**config.mk**
```make
export PLATFORM = sky130hd
export DESIGN_NAME = amc_bank_ctrl
export DESIGN_NICKNAME = d
export VERILOG_FILES = /design/src/rtl/amc_pkg.sv /design/src/rtl/amc_regs.sv /design/src/rtl/amc_bank_window.sv /design/src/rtl/amc_bank_decode.sv /design/src/rtl/amc_bank_ctrl.sv
export SDC_FILE = /design/constraint.sdc
export NUM_CORES = 1
export LEC_CHECK = 0
export BUFFER_PORTS_ARGS = -buffer_cell sky130_fd_sc_hd__buf_2
export CAP_MARGIN = 15
export CORE_MARGIN = 5
export CORE_UTILIZATION = 37
export CTS_CLUSTER_DIAMETER = 40
export DETAILED_ROUTE_END_ITERATION = 10
export PLACE_DENSITY_LB_ADDON = 0.3
export SLEW_MARGIN = 10
export SYNTH_ARGS = -nofsm -noshare
export SYNTH_HDL_FRONTEND = slang
export SYNTH_SLANG_ARGS = --single-unit
```
**constraint.sdc**
```tcl
create_clock -name clk -period 1.6 [get_ports clk]
set_input_delay 0.32 -clock clk [delete_from_list [all_inputs] [get_ports clk]]
set_output_delay 0.32 -clock clk [all_outputs]
set_load 0.005 [all_outputs]
```
**src/rtl/amc_pkg.sv**
```systemverilog
package amc_pkg;

  localparam int unsigned NBANK = 4;
  localparam logic [15:0] GCTL_RST = 16'h00F2;
  localparam logic [31:0] BCTL_RST = 32'hFFC2FFC2;

  typedef enum logic [1:0] {
    SEL_GCTL,
    SEL_BCTL0,
    SEL_BCTL1,
    SEL_NONE
  } reg_sel_e;

  // Enable count from the global control word, saturated at the bank count.
  function automatic logic [2:0] bank_count(input logic [15:0] g);
    logic [2:0] f;
    f = g[3:1];
    return (f > 3'(NBANK)) ? 3'(NBANK) : f;
  endfunction

  function automatic reg_sel_e decode_offset(input logic [31:0] off);
    case (off)
      32'h0:   return SEL_GCTL;
      32'h4:   return SEL_BCTL0;
      32'h8:   return SEL_BCTL1;
      default: return SEL_NONE;
    endcase
  endfunction

endpackage

```
**src/rtl/amc_regs.sv**
```systemverilog
module amc_regs
  import amc_pkg::*;
#(
  parameter int unsigned REG_AW = 4
) (
  input  logic              clk,
  input  logic              rst_n,
  input  logic              reg_valid,
  input  logic              reg_write,
  input  logic [REG_AW-1:0] reg_addr,
  input  logic [2:0]        reg_size,
  input  logic [31:0]       reg_wdata,
  output logic [31:0]       reg_rdata,
  output logic              reg_err,
  output logic [15:0]       gctl_q,
  output logic [15:0]       gctl_eff
);

  localparam int unsigned PAD = 32 - REG_AW;

  reg_sel_e    sel;
  logic        bad_off;
  logic        bad_width;
  logic        acc_err;
  logic        acc_ok;
  logic        wr_gctl;
  logic        wr_b0;
  logic        wr_b1;
  logic [31:0] bctl0_q;
  logic [31:0] bctl1_q;
  logic [31:0] rd_next;

  assign sel       = decode_offset({{PAD{1'b0}}, reg_addr});
  assign bad_off   = (sel == SEL_NONE);
  assign bad_width = (sel == SEL_GCTL) && (reg_size != 3'd2);
  assign acc_err   = reg_valid && (bad_off || bad_width);
  assign acc_ok    = reg_valid && !bad_off && !bad_width;
  assign wr_gctl   = acc_ok && reg_write && (sel == SEL_GCTL);
  assign wr_b0     = acc_ok && reg_write && (sel == SEL_BCTL0);
  assign wr_b1     = acc_ok && reg_write && (sel == SEL_BCTL1);

  // Write forwarding: decoding in the same cycle sees the new count.
  assign gctl_eff = wr_gctl ? reg_wdata[15:0] : gctl_q;

  always_comb begin
    rd_next = '0;
    if (acc_ok && !reg_write) begin
      case (sel)
        SEL_GCTL:  rd_next = {16'h0000, gctl_q};
        SEL_BCTL0: rd_next = bctl0_q;
        SEL_BCTL1: rd_next = bctl1_q;
        default:   rd_next = '0;
      endcase
    end
  end

  always_ff @(posedge clk) begin
    if (!rst_n) begin
      gctl_q    <= GCTL_RST;
      bctl0_q   <= BCTL_RST;
      bctl1_q   <= BCTL_RST;
      reg_rdata <= '0;
      reg_err   <= 1'b0;
    end else begin
      if (wr_gctl) gctl_q  <= reg_wdata[15:0];
      if (wr_b0)   bctl0_q <= reg_wdata;
      if (wr_b1)   bctl1_q <= reg_wdata;
      reg_rdata <= rd_next;
      reg_err   <= acc_err;
    end
  end

endmodule

```
**src/rtl/amc_bank_window.sv**
```systemverilog
module amc_bank_window #(
  parameter int unsigned ADDR_W = 32,
  parameter logic [ADDR_W:0] LO = '0,
  parameter logic [ADDR_W:0] HI = '0
) (
  input  logic [ADDR_W-1:0] addr,
  output logic              hit
);

  logic [ADDR_W:0] a_ext;

  assign a_ext = {1'b0, addr};
  assign hit   = (a_ext >= LO) && (a_ext < HI);

endmodule

```
**src/rtl/amc_bank_decode.sv**
```systemverilog
module amc_bank_decode
  import amc_pkg::*;
#(
  parameter int unsigned ADDR_W = 32,
  parameter logic [ADDR_W-1:0] BANK_BASE = 32'h2000_0000,
  parameter int unsigned BANK_SIZE_LOG2 = 20
) (
  input  logic              clk,
  input  logic              rst_n,
  input  logic              mem_valid,
  input  logic [ADDR_W-1:0] mem_addr,
  input  logic [15:0]       gctl_eff,
  output logic [NBANK-1:0]  mem_cs,
  output logic              mem_unmapped
);

  localparam int unsigned EW = ADDR_W + 1;

  logic [2:0]       en_count;
  logic [NBANK-1:0] win_hit;
  logic [NBANK-1:0] bank_en;
  logic [NBANK-1:0] cs_next;
  logic             unmapped_next;

  assign en_count = bank_count(gctl_eff);

  for (genvar i = 0; i < NBANK; i++) begin : g_bank
    localparam logic [EW-1:0] LO_I =
      EW'(BANK_BASE) + (EW'(i) << BANK_SIZE_LOG2);
    localparam logic [EW-1:0] HI_I =
      EW'(BANK_BASE) + (EW'(i + 1) << BANK_SIZE_LOG2);

    amc_bank_window #(
      .ADDR_W(ADDR_W),
      .LO    (LO_I),
      .HI    (HI_I)
    ) u_win (
      .addr(mem_addr),
      .hit (win_hit[i])
    );

    assign bank_en[i] = (3'(i) < en_count);
  end

  assign cs_next       = mem_valid ? (win_hit & bank_en) : '0;
  assign unmapped_next = mem_valid && (cs_next == '0);

  always_ff @(posedge clk) begin
    if (!rst_n) begin
      mem_cs       <= '0;
      mem_unmapped <= 1'b0;
    end else begin
      mem_cs       <= cs_next;
      mem_unmapped <= unmapped_next;
    end
  end

endmodule

```
**src/rtl/amc_bank_ctrl.sv**
```systemverilog
module amc_bank_ctrl
  import amc_pkg::*;
#(
  parameter int unsigned ADDR_W = 32,
  parameter logic [ADDR_W-1:0] BANK_BASE = 32'h2000_0000,
  parameter int unsigned BANK_SIZE_LOG2 = 20,
  parameter int unsigned REG_AW = 4
) (
  input  logic              clk,
  input  logic              rst_n,
  input  logic              reg_valid,
  input  logic              reg_write,
  input  logic [REG_AW-1:0] reg_addr,
  input  logic [2:0]        reg_size,
  input  logic [31:0]       reg_wdata,
  output logic [31:0]       reg_rdata,
  output logic              reg_err,
  input  logic              mem_valid,
  input  logic [ADDR_W-1:0] mem_addr,
  output logic [3:0]        mem_cs,
  output logic              mem_unmapped
);

  logic [15:0] gctl_q;
  logic [15:0] gctl_eff;

  amc_regs #(
    .REG_AW(REG_AW)
  ) u_regs (
    .clk      (clk),
    .rst_n    (rst_n),
    .reg_valid(reg_valid),
    .reg_write(reg_write),
    .reg_addr (reg_addr),
    .reg_size (reg_size),
    .reg_wdata(reg_wdata),
    .reg_rdata(reg_rdata),
    .reg_err  (reg_err),
    .gctl_q   (gctl_q),
    .gctl_eff (gctl_eff)
  );

  amc_bank_decode #(
    .ADDR_W        (ADDR_W),
    .BANK_BASE     (BANK_BASE),
    .BANK_SIZE_LOG2(BANK_SIZE_LOG2)
  ) u_dec (
    .clk         (clk),
    .rst_n       (rst_n),
    .mem_valid   (mem_valid),
    .mem_addr    (mem_addr),
    .gctl_eff    (gctl_eff),
    .mem_cs      (mem_cs),
    .mem_unmapped(mem_unmapped)
  );

endmodule

```
-- Word level (Yosys, flattened, before mapping)
Cells that the tools add are included.
- bits in registers: 118
- input bits: 76
- output and inout port bits: 38
- logic and storage cells: 55
- order comparisons: 13
- eq/ne operators: 6
- multiplexer cells: 5
- bitwise gates (word level): 1
- reductions and logical operators: 22
- operator list (operator ; number):
    >= comparator 32 x 30 -> 1 bit (second input constant) ; 4
    < comparator 32 x 30 -> 1 bit (second input constant) ; 4
    case mux 32 bit (3 select lines) ; 1
    logical AND 1 bit ; 14
    logical NOT 4 bit ; 2
    2-to-1 mux 4 bit ; 2
    < comparator 1 x 3 -> 1 bit (first input constant) ; 2
    < comparator 2 x 3 -> 1 bit (first input constant) ; 2
    case mux 2 bit (3 select lines) ; 1
    bitwise AND 4 bit ; 1
    equality test 2 bit (second input constant) ; 2
    equality test 4 x 3 -> 1 bit (second input constant) ; 1
    equality test 4 bit (second input constant) ; 1
    > comparator 3 bit (second input constant) ; 1
    logical NOT 1 bit ; 3
    2-to-1 mux 3 bit ; 1
    != test 3 x 2 -> 1 bit (second input constant) ; 1
    equality test 2 x 1 -> 1 bit (second input constant) ; 1
    logical NOT 2 bit ; 1
    AND reduction 2 bit ; 1
    logical OR 1 bit ; 1

-- Logic depth before layout (Yosys ltp)
Gate-level depths: netlist of run 1.
- word-level depth: 16
- depth in mapped cells: 8
- gate-level depth less buffers: 5

-- Cells and area by module
A second synthesis of run 1 with hierarchy kept.
- cell total of the unflattened synthesis: 556
- area, all modules: 5079.9 sq um
- modules (own cells, without submodules) (module ; times used ; cells an instance ; area an instance (sq um) ; sequential area each (sq um)):
    amc_regs ; 1 ; 523 ; 4765.8 ; 2262.2
    amc_bank_decode ; 1 ; 17 ; 191.4 ; 100.1
    amc_bank_window at u_dec.g_bank[1].u_win ... ; 2 ; 4 ; 28.8 ; 0.0
    amc_bank_window at u_dec.g_bank[3].u_win ; 1 ; 4 ; 37.5 ; 0.0
    amc_bank_window at u_dec.g_bank[0].u_win ; 1 ; 4 ; 27.5 ; 0.0

-- Worst setup path after synthesis of run 1
No wires, ideal clock.
- kind: input to register
- start point: input port reg_addr[3]
- end point: register u_dec.mem_unmapped
- setup time: 0.133 ns
- arrival time: 1.399 ns
- required time: 1.467 ns
- slack: 0.068 ns
- stages: 6
- buffers on the path: 1
- path through: buf_4 > nor2_2 > nand4_2 > mux2i_1 > o311ai_0 > nor4_1
- longest elaborated chain between the ends: 16
- elaborated cells on any way between the ends: 24
- those cells by class: order compare (5); eq/ne (3); mux (4); bitwise (1); reduce/logical (11)
- ends and longest elaborated chain (what ; RTL line ; source):
    from (decl) ; amc_bank_ctrl.sv:13 ; input logic [REG_AW-1:0] reg_addr,
    equality test 4 bit (tied with other cells) ; amc_pkg.sv:22 ; case (off)
    case mux 2 bit (3 select lines) * ; amc_pkg.sv:22 ;
    equality test 2 bit / logical NOT 2 bit (equally long branches) ; amc_regs.sv:34, amc_regs.sv:35, amc_regs.sv:38 ;
    logical NOT 1 bit / logical AND 1 bit (equally long branches) ; amc_regs.sv:37, amc_regs.sv:35 ;
    logical AND 1 bit / logical NOT 1 bit (equally long branches) ; amc_regs.sv:37 ; assign acc_ok = reg_valid && !bad_off && !bad_width;
    logical AND 1 bit ; amc_regs.sv:37 ;
    logical AND 1 bit ; amc_regs.sv:38 ; assign wr_gctl = acc_ok && reg_write && (sel == SEL_GCTL);
    logical AND 1 bit * ; amc_regs.sv:38 ;
    2-to-1 mux 4 bit * ; amc_regs.sv:43 ; assign gctl_eff = wr_gctl ? reg_wdata[15:0] : gctl_q;
    > comparator 3 bit ; amc_pkg.sv:18 ; return (f > 3'(NBANK)) ? 3'(NBANK) : f;
    2-to-1 mux 3 bit * ; amc_pkg.sv:18 ;
    < comparator 1 x 3 -> 1 bit / < comparator 2 x 3 -> 1 bit (equally long branches) ; amc_bank_decode.sv:42 ; assign bank_en[i] = (3'(i) < en_count);
    bitwise AND 4 bit * ; amc_bank_decode.sv:45 ; assign cs_next = mem_valid ? (win_hit & bank_en) : '0;
    2-to-1 mux 4 bit * ; amc_bank_decode.sv:45 ;
    logical NOT 4 bit * ; amc_bank_decode.sv:46 ; assign unmapped_next = mem_valid && (cs_next == '0);
    logical AND 1 bit * ; amc_bank_decode.sv:46 ;
    to (signal assigned) ; amc_bank_decode.sv:54 ; mem_unmapped <= unmapped_next;
    to (decl) ; amc_bank_decode.sv:14 ; output logic mem_unmapped
Mark *: on every way between the ends. The rest lies on a longest branch, timed or not.
A chain may end at the register's enable or synchronous reset.

-- Worst setup path in the final report of run 1
- start point: input port mem_addr[28]
- end point: register u_dec.mem_unmapped
- longest elaborated chain between the ends: 6
- elaborated cells on any way between the ends: 16
- those cells by class: order compare (8); mux (1); bitwise (1); reduce/logical (6)
- ends and longest elaborated chain (what ; RTL line ; source):
    from (decl) ; amc_bank_ctrl.sv:19 ; input logic [ADDR_W-1:0] mem_addr,
    >= comparator 32 x 30 -> 1 bit / < comparator 32 x 30 -> 1 bit (equally long branches) ; amc_bank_window.sv:13 ; assign hit = (a_ext >= LO) && (a_ext < HI);
    logical AND 1 bit ; amc_bank_window.sv:13 ;
    bitwise AND 4 bit * ; amc_bank_decode.sv:45 ;
    2-to-1 mux 4 bit * ; amc_bank_decode.sv:45 ;
    logical NOT 4 bit * ; amc_bank_decode.sv:46 ;
    logical AND 1 bit * ; amc_bank_decode.sv:46 ;
Marks and branches as above.

==> results of run 1 <==
cell type report:
type	count	area, sq um
Sequential cell	118	2360
Tap cell	143	179
Multi-Input combinational cell	384	1850
Fill cell	1128	5810
Timing Repair Buffer	126	776
Inverter	1	3.75
Clock inverter	8	97.6
Clock buffer	23	488
tightest hold or removal path, delay by kind of cell:
kind / cells / cell delay (ps)
and+or+nand+nor: 2 / 100
buffers and inverters: 1 / 80
cells in the final DEF (no fill, tap or decap), types with 4 or more instances in the layout:
| cell type | instances |
|---|---|
| nand2_1 | 167 |
| dfxtp_1 | 118 |
| buf_2 | 93 |
| nor2_1 | 57 |
| a21oi_1 | 49 |
| nand3_1 | 49 |
| buf_4 | 28 |
| mux2i_1 | 17 |
| clkbuf_16 | 17 |
| a22oi_1 | 16 |
| and2_1 | 5 |
| buf_12 | 5 |
| nor4_1 | 4 |
| clkinv_2 | 4 |
| clkbuf_8 | 4 |
sequential cells by signal, indices dropped and copies added, names as in the netlist:
signal / cells
u_regs.bctl1_q: 32
u_regs.bctl0_q: 32
u_dec.mem_unmapped: 1
u_regs.reg_rdata: 32
u_dec.mem_cs: 4
u_regs.gctl_q: 16
u_regs.reg_err: 1
through the flow:
step	TNS, ps	util	power (mW)
6_report	0	0.498	7.06
5_1_grt	0	0.498	7.29
4_1_cts	0	0.498	7.12
3_5_place_dp	-119	0.447	3.38
3_3_place_gp	-22.5	0.447	3.38
2_1_floorplan	0	-	3.20
how the worst max path moves through the flow:
stage                 start                       endpoint  slack [ps]  cells after the start
4_1_cts        mem_addr[28]  u_dec.mem_unmapped$_SDFF_PN0_         350                      6
3_5_place_dp   mem_addr[28]  u_dec.mem_unmapped$_SDFF_PN0_         -70                      6
3_3_place_gp   mem_addr[28]  u_dec.mem_unmapped$_SDFF_PN0_         -10                      6
6_report       mem_addr[28]  u_dec.mem_unmapped$_SDFF_PN0_         350                      6
2_1_floorplan   reg_addr[3]  u_dec.mem_unmapped$_SDFF_PN0_          70                      6
5_1_grt        mem_addr[28]  u_dec.mem_unmapped$_SDFF_PN0_         210                      6
per-layer routing:
| layer | vias up | share of wire | GRT usage | routed length (um) |
|---|---|---|---|---|
| li1 | 2001 | - | - | - |
| met1 | 1913 | 0.44 | 0.202 | 5210 |
| met2 | 103 | 0.50 | 0.288 | 5930 |
| met3 | 11 | 0.053 | 0.0483 | 633 |
| met4 | 0 | 0.0089 | 0.0543 | 106 |
| met5 | - | 0 | 0 | 0 |
logic make-up (layout without fill, tap and decap cells):
family | Yosys count | after routing
buffers and inverters | 40 | 158
muxes | 17 | 17
AOI/OAI and AO/OA | 70 | 70
and+or+nand+nor | 297 | 297
DFF | 118 | 118
report_power, final:
part	internal [mW]	total, mW	switching, mW
sequential	2.97	2.98	0.0106
clock	2.44	3.74	1.30
combinational	0.150	0.348	0.198
total	5.56	7.06	1.51
synthesized netlist by cell type (all sizes together):
library cell	n
a2111oi	1
a211oi	1
a21oi	49
a22oi	16
and2	6
and3	1
and4	1
and4b	1
buf	19
clkbuf	20
dfxtp	118
inv	1
mux2i	17
nand2	167
nand2b	2
nand3	49
nand4	2
nor2	58
nor2b	1
nor3	2
nor3b	1
nor4	4
nor4b	2
o211ai	1
o311ai	2
==> flow_summary.ini, run 1 <==
[setup_path]
reg2reg_depth = 3
critPathKind = in2reg
path_cells = buf_2 > nor4_1 > and4b_1 > nand2_1 > a2111oi_2 > nor4_1
max_stage_delay_ps = 390
required_ps = 1880
r2r_start = u_regs.gctl_q[2]$_SDFF_PN0_
cp_max_fo = 3
reg2reg_slack_ps = 480
critPathSlowestCell = a2111oi_2
timing.rr.end = u_dec.mem_unmapped$_SDFF_PN0_
path_delay_family = simple AND/OR/NAND/NOR gates
cpMostUsedCell = nor4_1
cp-end-kind = flop
cp_num_buf_inv = 1
cp-start-kind = primary input
crit_arrival_ps = 1530

[synthesis]
ys.warnings.count = 0
ys_seq_area_frac = 0.536
synth_cell_types = 32
syn-cell-area_sq_um = 4410
synth_top_cell_by_area = dfxtp_1
yosys-mux-area-fraction = 0.0386
synth_cells = 542
synth_compound_area_frac = 0.0936
synthSimpleGateAreaFrac = 0.288
syn_area_per_cell_sq_um = 8.14
synth.area.top_cells = dfxtp_1 (54%), nand2_1 (14%), a21oi_1 (5.6%)
synth-xor-area-share = 0
synth-adder-area-share = 0
ys_ff_latch = 118
syn_nets = 618
synth_top_area_frac = 0.536
synth_top_family_by_area = simple AND/OR/NAND/NOR gates

[sta]
fmax_mhz = 797
finalHoldViolCount = 0
slew_viol_final = 0
slew_headroom = 0.724
period_needed_ps = 1250
setup_viol = 0
fin_crit_sh = 0.784
worst_slack_ps = 345
skew_ps = 5.92
whs_ps = 142
worstMarginPinSlew_ps = 414
rsz0062_at_grt = no

[clocking]
cts.sinks = 118
post_cts_resized = 0
cts_tree = done
clkSlewWorstSetupHoldPaths_ps = 50
tritoncts.num_buffers = 17
clock_latency_ps = 410
cts-htree-levels = 4
cts_buffer_depth = 2
root_buffer = clkbuf_16
ctsHoldBuffers = 0
postCtsSetupBuffers = 0

[route]
drt_iter0_drc = 230
num_vias = 4028
first_pass_iters = 5
drcViolationCount = 0
routed_wl_um = 11900
drtAntennaViolNets = 0
wire_per_inst_um = 14.8
viasPerCell = 5.02

[hold_path]
hold_class = in2reg
hold_end = u_regs.bctl1_q[30]$_SDFFE_PN1P_
holdPathStages = 3
worstHoldStart = reg_wdata[30]

[global_route]
track_usage = 0.168
grt_max_degree = 52
grt_pass1_vias = 4063
grt-ovfl-total = 0
antenna_found_initial = 0
grt_pass1_wl_um = 19300

[floorplan]
core_area_sq_um = 11600
start_util = 0.381
die_h_um = 119
rows = 39
io_pins = 114
die_x_um = 119
die-area_sq_um = 14200

[final_layout]
layout.nets = 724
diodes = 0
area_delta_synth_final_pct = 30.6
finalInstanceArea_sq_um = 5760
drive_gt1_frac = 0.242
instances_no_fill = 803

[pwr]
ir_drop_uv = 617
power_density_nw_per_um2 = 1230
leakagePower_nw = 2.62

[place]
dp_cells = 772
dp_slack_ps = -69.4
gp_congestion = 0.771
place_area_sq_um = 5170
io_buffers = 93
place_hpwl_um = 7880

[status]
outcome = complete, no violations

[flow_run]
maxCapViolCount = 0
Note: power is estimated with default switching activity, not from simulation.
==> run 2, diff against run 1 <==
Clock period 1.6 ns to 1.2 ns, I/O delays scaled along.
==> run 2 against run 1 <==
  * Total power rose by 31%
  * Die area did not move
  * Combinational power rose by 39%
  * Sequential power rose by 33%
  * Setup slack got worse by 310 ps
  * Utilization rose by 0.56 points
  * Hold slack got worse by 77 ps
  * Register-to-register slack got worse by 410 ps
==> flow_summary.ini, run 2 (synthesis results as in run 1) <==
[status]
outcome = complete, no violations

[place]
dp_cells = 772
place_hpwl_um = 7710
dp_slack_ps = -337
place_area_sq_um = 5240
gp_congestion = 0.842
io_buffers = 93

[setup_path]
cp_max_fo = 5
required_ps = 1500
critPathKind = in2reg
cp-start-kind = primary input
cp-end-kind = flop
reg2reg_depth = 3
path_cells = buf_2 > and2_0 > buf_4 > and4_4 > a211oi_2 > a2111oi_4 > nor4_1
critPathSlowestCell = nor4_1
max_stage_delay_ps = 310
crit_arrival_ps = 1460

[route]
first_pass_iters = 5
routed_wl_um = 11900
viasPerCell = 5.00
drt_iter0_drc = 265
wire_per_inst_um = 14.8
drcViolationCount = 0
drtAntennaViolNets = 0
num_vias = 4009

[clocking]
clock_latency_ps = 400
cts_buffer_depth = 2
ctsHoldBuffers = 0
cts-htree-levels = 4
tritoncts.num_buffers = 17
postCtsSetupBuffers = 0
cts.sinks = 118
cts_tree = done
post_cts_resized = 0
clkSlewWorstSetupHoldPaths_ps = 50
root_buffer = clkbuf_16

[sta]
fmax_mhz = 861
worstMarginPinSlew_ps = 300
slew_headroom = 0.797
period_needed_ps = 1160
slew_viol_final = 0
worst_slack_ps = 38.2
rsz0062_at_grt = no
whs_ps = 65.2
setup_viol = 0
skew_ps = 5.53
fin_crit_sh = 0.968
finalHoldViolCount = 0
fin_setup_tns_ps = 0

[final_layout]
area_delta_synth_final_pct = 32.1
final_common_cell = nand2_1
drive_gt1_frac = 0.252
multiInputGateArea_sq_um = 1910
fillers = 1092
finalInstanceArea_sq_um = 5820
diodes = 0
utilization = 0.504
final_cell_mix = nand2_1 (164), dfxtp_1 (118), buf_2 (93)
seq_area_sq_um = 2360
top_regs = u_regs.bctl0_q: 32 flops, u_regs.bctl1_q: 32 flops, u_regs.reg_rdata: 32 flops
instances_no_fill = 802
layout.nets = 724

[pwr]
power_density_nw_per_um2 = 1590
ir_drop_uv = 938
power_mw = 9.27
leakagePower_nw = 2.62

[hold_path]
holdPathStages = 3
hold_class = in2reg

[floorplan]
rows = 39
die_h_um = 119
die_x_um = 119
die-area_sq_um = 14200
start_util = 0.381
core_area_sq_um = 11600
io_pins = 114

[global_route]
antenna_found_initial = 0
track_usage = 0.169
grt-ovfl-total = 0
grt_pass1_wl_um = 19200
grt_max_degree = 49
grt_pass1_vias = 4016

[flow_run]
maxCapViolCount = 0
run 2: path summary, 6_finish.rpt:
check	end	from	slack (ps)
setup / recovery	u_dec.mem_unmapped$_SDFF_PN0_	reg_write	40
hold / removal	u_regs.bctl0_q[29]$_SDFFE_PN1P_	reg_wdata[29]	70
setup reg to reg	u_dec.mem_unmapped$_SDFF_PN0_	u_regs.gctl_q[2]$_SDFF_PN0_	70
hold reg to reg	u_regs.bctl0_q[16]$_SDFFE_PN0P_	u_regs.bctl0_q[16]$_SDFFE_PN0P_	450
run 2: per-layer routing:
layer	track usage	vias to the layer above	share of wire	routed length (um)
li1	-	2002	-	-
met1	0.207	1891	0.43	5160
met2	0.283	110	0.50	5950
met3	0.0521	6	0.057	672
met4	0.0529	0	0.0077	91
met5	0	-	0	0
run 2: report_power, final:
group / internal (mW) / switching (mW) / total (mW)
Sequential: 3.96 / 0.0140 / 3.97
Clock: 3.13 / 1.68 / 4.82
Combinational: 0.210 / 0.274 / 0.484
run 2: layout make-up:
class	count	share of cell area
clock inverter	8	0.0174
multi-input combinational	384	0.328
sequential	118	0.406
inverter	1	0.000644
timing repair buffer	126	0.137
tap	143	0.0307
clock buffer	22	0.0797
run 2: critical path: cells and delay by family:
kind	cells	cell delay, ps
AND/OR/NAND/NOR	3	660
AO/OA/AOI/OAI	2	300
buffers and inverters	2	250
==> run 3, diff against run 2 <==
Settings changed: PLACE_DENSITY_LB_ADDON 0.3 to 0.1.
==> run 3 against run 2 <==
  * Critical path type unchanged
  * Die area is the same
  * Sequential cell count did not move
  * Hold slack got worse by 17 ps
  * Routed wire length is 1.9% higher
  * Sequential share of layout area is 0.66 points lower
  * Maximum frequency up 1.4%
==> flow_summary.ini, run 3 (synthesis results as in run 1) <==
[pwr]
power_density_nw_per_um2 = 1620
leakagePower_nw = 2.68
ir_drop_uv = 867

[setup_path]
timing.rr.end = u_dec.mem_cs[2]$_SDFF_PN0_
cp-end-kind = flop
path_cells = buf_2 > nor2_4 > and4_4 > a211oi_4 > a2111oi_4 > and2_1
critPathSlowestCell = a2111oi_4
crit_path_end = u_dec.mem_cs[2]$_SDFF_PN0_
critPathKind = in2reg
max_stage_delay_ps = 360
startpoint = reg_addr[3]
reg2reg_depth = 3
cp_max_fo = 7
cp-start-kind = primary input
r2r_start = u_regs.gctl_q[1]$_SDFF_PN1_
reg2reg_slack_ps = 70
crit_arrival_ps = 1500
required_ps = 1550

[clocking]
clkSlewWorstSetupHoldPaths_ps = 50
clock_latency_ps = 410
cts-htree-levels = 4
root_buffer = clkbuf_16
tritoncts.num_buffers = 17
cts_tree = done
cts.sinks = 118
cts_buffer_depth = 2

[place]
io_buffers = 93
place_hpwl_um = 7900
gp_congestion = 0.785

[global_route]
track_usage = 0.179
grt_pass1_wl_um = 20200
grt_max_degree = 45
grt_pass1_vias = 4070
antenna_found_initial = 0
grt-ovfl-total = 0

[status]
outcome = complete, no violations

[sta]
finalHoldViolCount = 0
fin_crit_sh = 0.955
slew_viol_final = 0
setup_viol = 0
fin_setup_tns_ps = 0
fmax_mhz = 872
whs_ps = 48.4
period_needed_ps = 1150
slew_headroom = 0.758
worstMarginPinSlew_ps = 362
skew_ps = 8.15

[route]
drtAntennaViolNets = 0
routed_wl_um = 12100
viasPerCell = 4.90
num_vias = 3966
wire_per_inst_um = 14.9
drt_iter0_drc = 202
drcViolationCount = 0
first_pass_iters = 4

[final_layout]
drive_gt1_frac = 0.261
final_cell_mix = nand2_1 (165), dfxtp_1 (116), buf_2 (92)
final_common_cell = nand2_1
top_regs = u_regs.bctl0_q: 32 flops, u_regs.bctl1_q: 32 flops, u_regs.reg_rdata: 32 flops
area_delta_synth_final_pct = 34.4
layout.nets = 729
diodes = 0

[floorplan]
core_area_sq_um = 11600
rows = 39
start_util = 0.381
die_x_um = 119
die_h_um = 119
io_pins = 114
die-area_sq_um = 14200

[hold_path]
hold_class = in2reg

[flow_run]
maxCapViolCount = 0
-- run 3: changes by cell type in the layout (fill, tap and decap cells not counted), sizes merged --
cell and change:
buf +5, bufinv +1, clkbuf +3, clkinv -1
clkinvlp -1
-- run 3: layout make-up --
type	instances	area, sq um
Clock buffer	25	485
Clock inverter	7	119
Fill cell	1131	5640
Inverter	1	3.75
Multi-Input combinational cell	384	1930
Sequential cell	118	2360
Tap cell	143	179
Timing Repair Buffer	131	845
-- run 3: through the flow --
| stage | setup WS (ps) | utilization | power, mW | instance area (sq um) | instances |
|---|---|---|---|---|---|
| finish | 53.8 | 0.512 | 9.59 | 5930 | 809 |
| global route | -34.7 | 0.512 | 9.97 | 5930 | 809 |
| CTS | 68.6 | 0.508 | 9.71 | 5870 | 807 |
| detailed placement | -368 | 0.455 | 4.54 | 5270 | 775 |
| global placement | -299 | 0.455 | 4.53 | 5270 | 775 |
| floorplan | -170 | - | 4.30 | 4540 | 542 |
-- run 3: timing repair --
| item | 4_1_cts | 5_1_grt |
|---|---|---|
| buffers inserted | 0 | 2 |
| hold buffers | 0 | 0 |
| resized for setup | 0 | 9 |
| endpoints found under the setup margin | 0 | 2 |
-- run 3: report_power, final --
group	total, mW	switching (mW)	internal, mW
registers	3.97	0.0142	3.96
logic	0.495	0.277	0.218
clock network	5.13	1.70	3.43
-- run 3: critical path: cells and delay by family --
kind                   cells  cell delay (ps)
buffers and inverters      1              180
AO/OA/AOI/OAI              2              420
AND/OR/NAND/NOR            3              650
-- run 3: how the worst min path moves through the flow --
stage	from	end	cells past startpoint
after CTS	reg_wdata[30]	u_regs.bctl0_q[30]$_SDFFE_PN1P_	3
after detailed placement	u_regs.bctl0_q[2]$_SDFFE_PN0P_	u_regs.bctl0_q[2]$_SDFFE_PN0P_	2
after floorplan	reg_wdata[13]	u_regs.bctl0_q[13]$_SDFFE_PN1P_	2
after global placement	u_regs.bctl0_q[0]$_SDFFE_PN0P_	u_regs.bctl0_q[0]$_SDFFE_PN0P_	2
final	reg_wdata[30]	u_regs.bctl0_q[30]$_SDFFE_PN1P_	3
after global routing	reg_wdata[31]	u_regs.bctl0_q[31]$_SDFFE_PN1P_	3
-- run 3: metal layers --
metal  share of wire  track usage  vias up
met5               0            0        -
met4           0.011       0.0666        0
met2            0.49        0.300       80
li1                -            -     2016
met3           0.046       0.0531       10
met1            0.46        0.218     1860
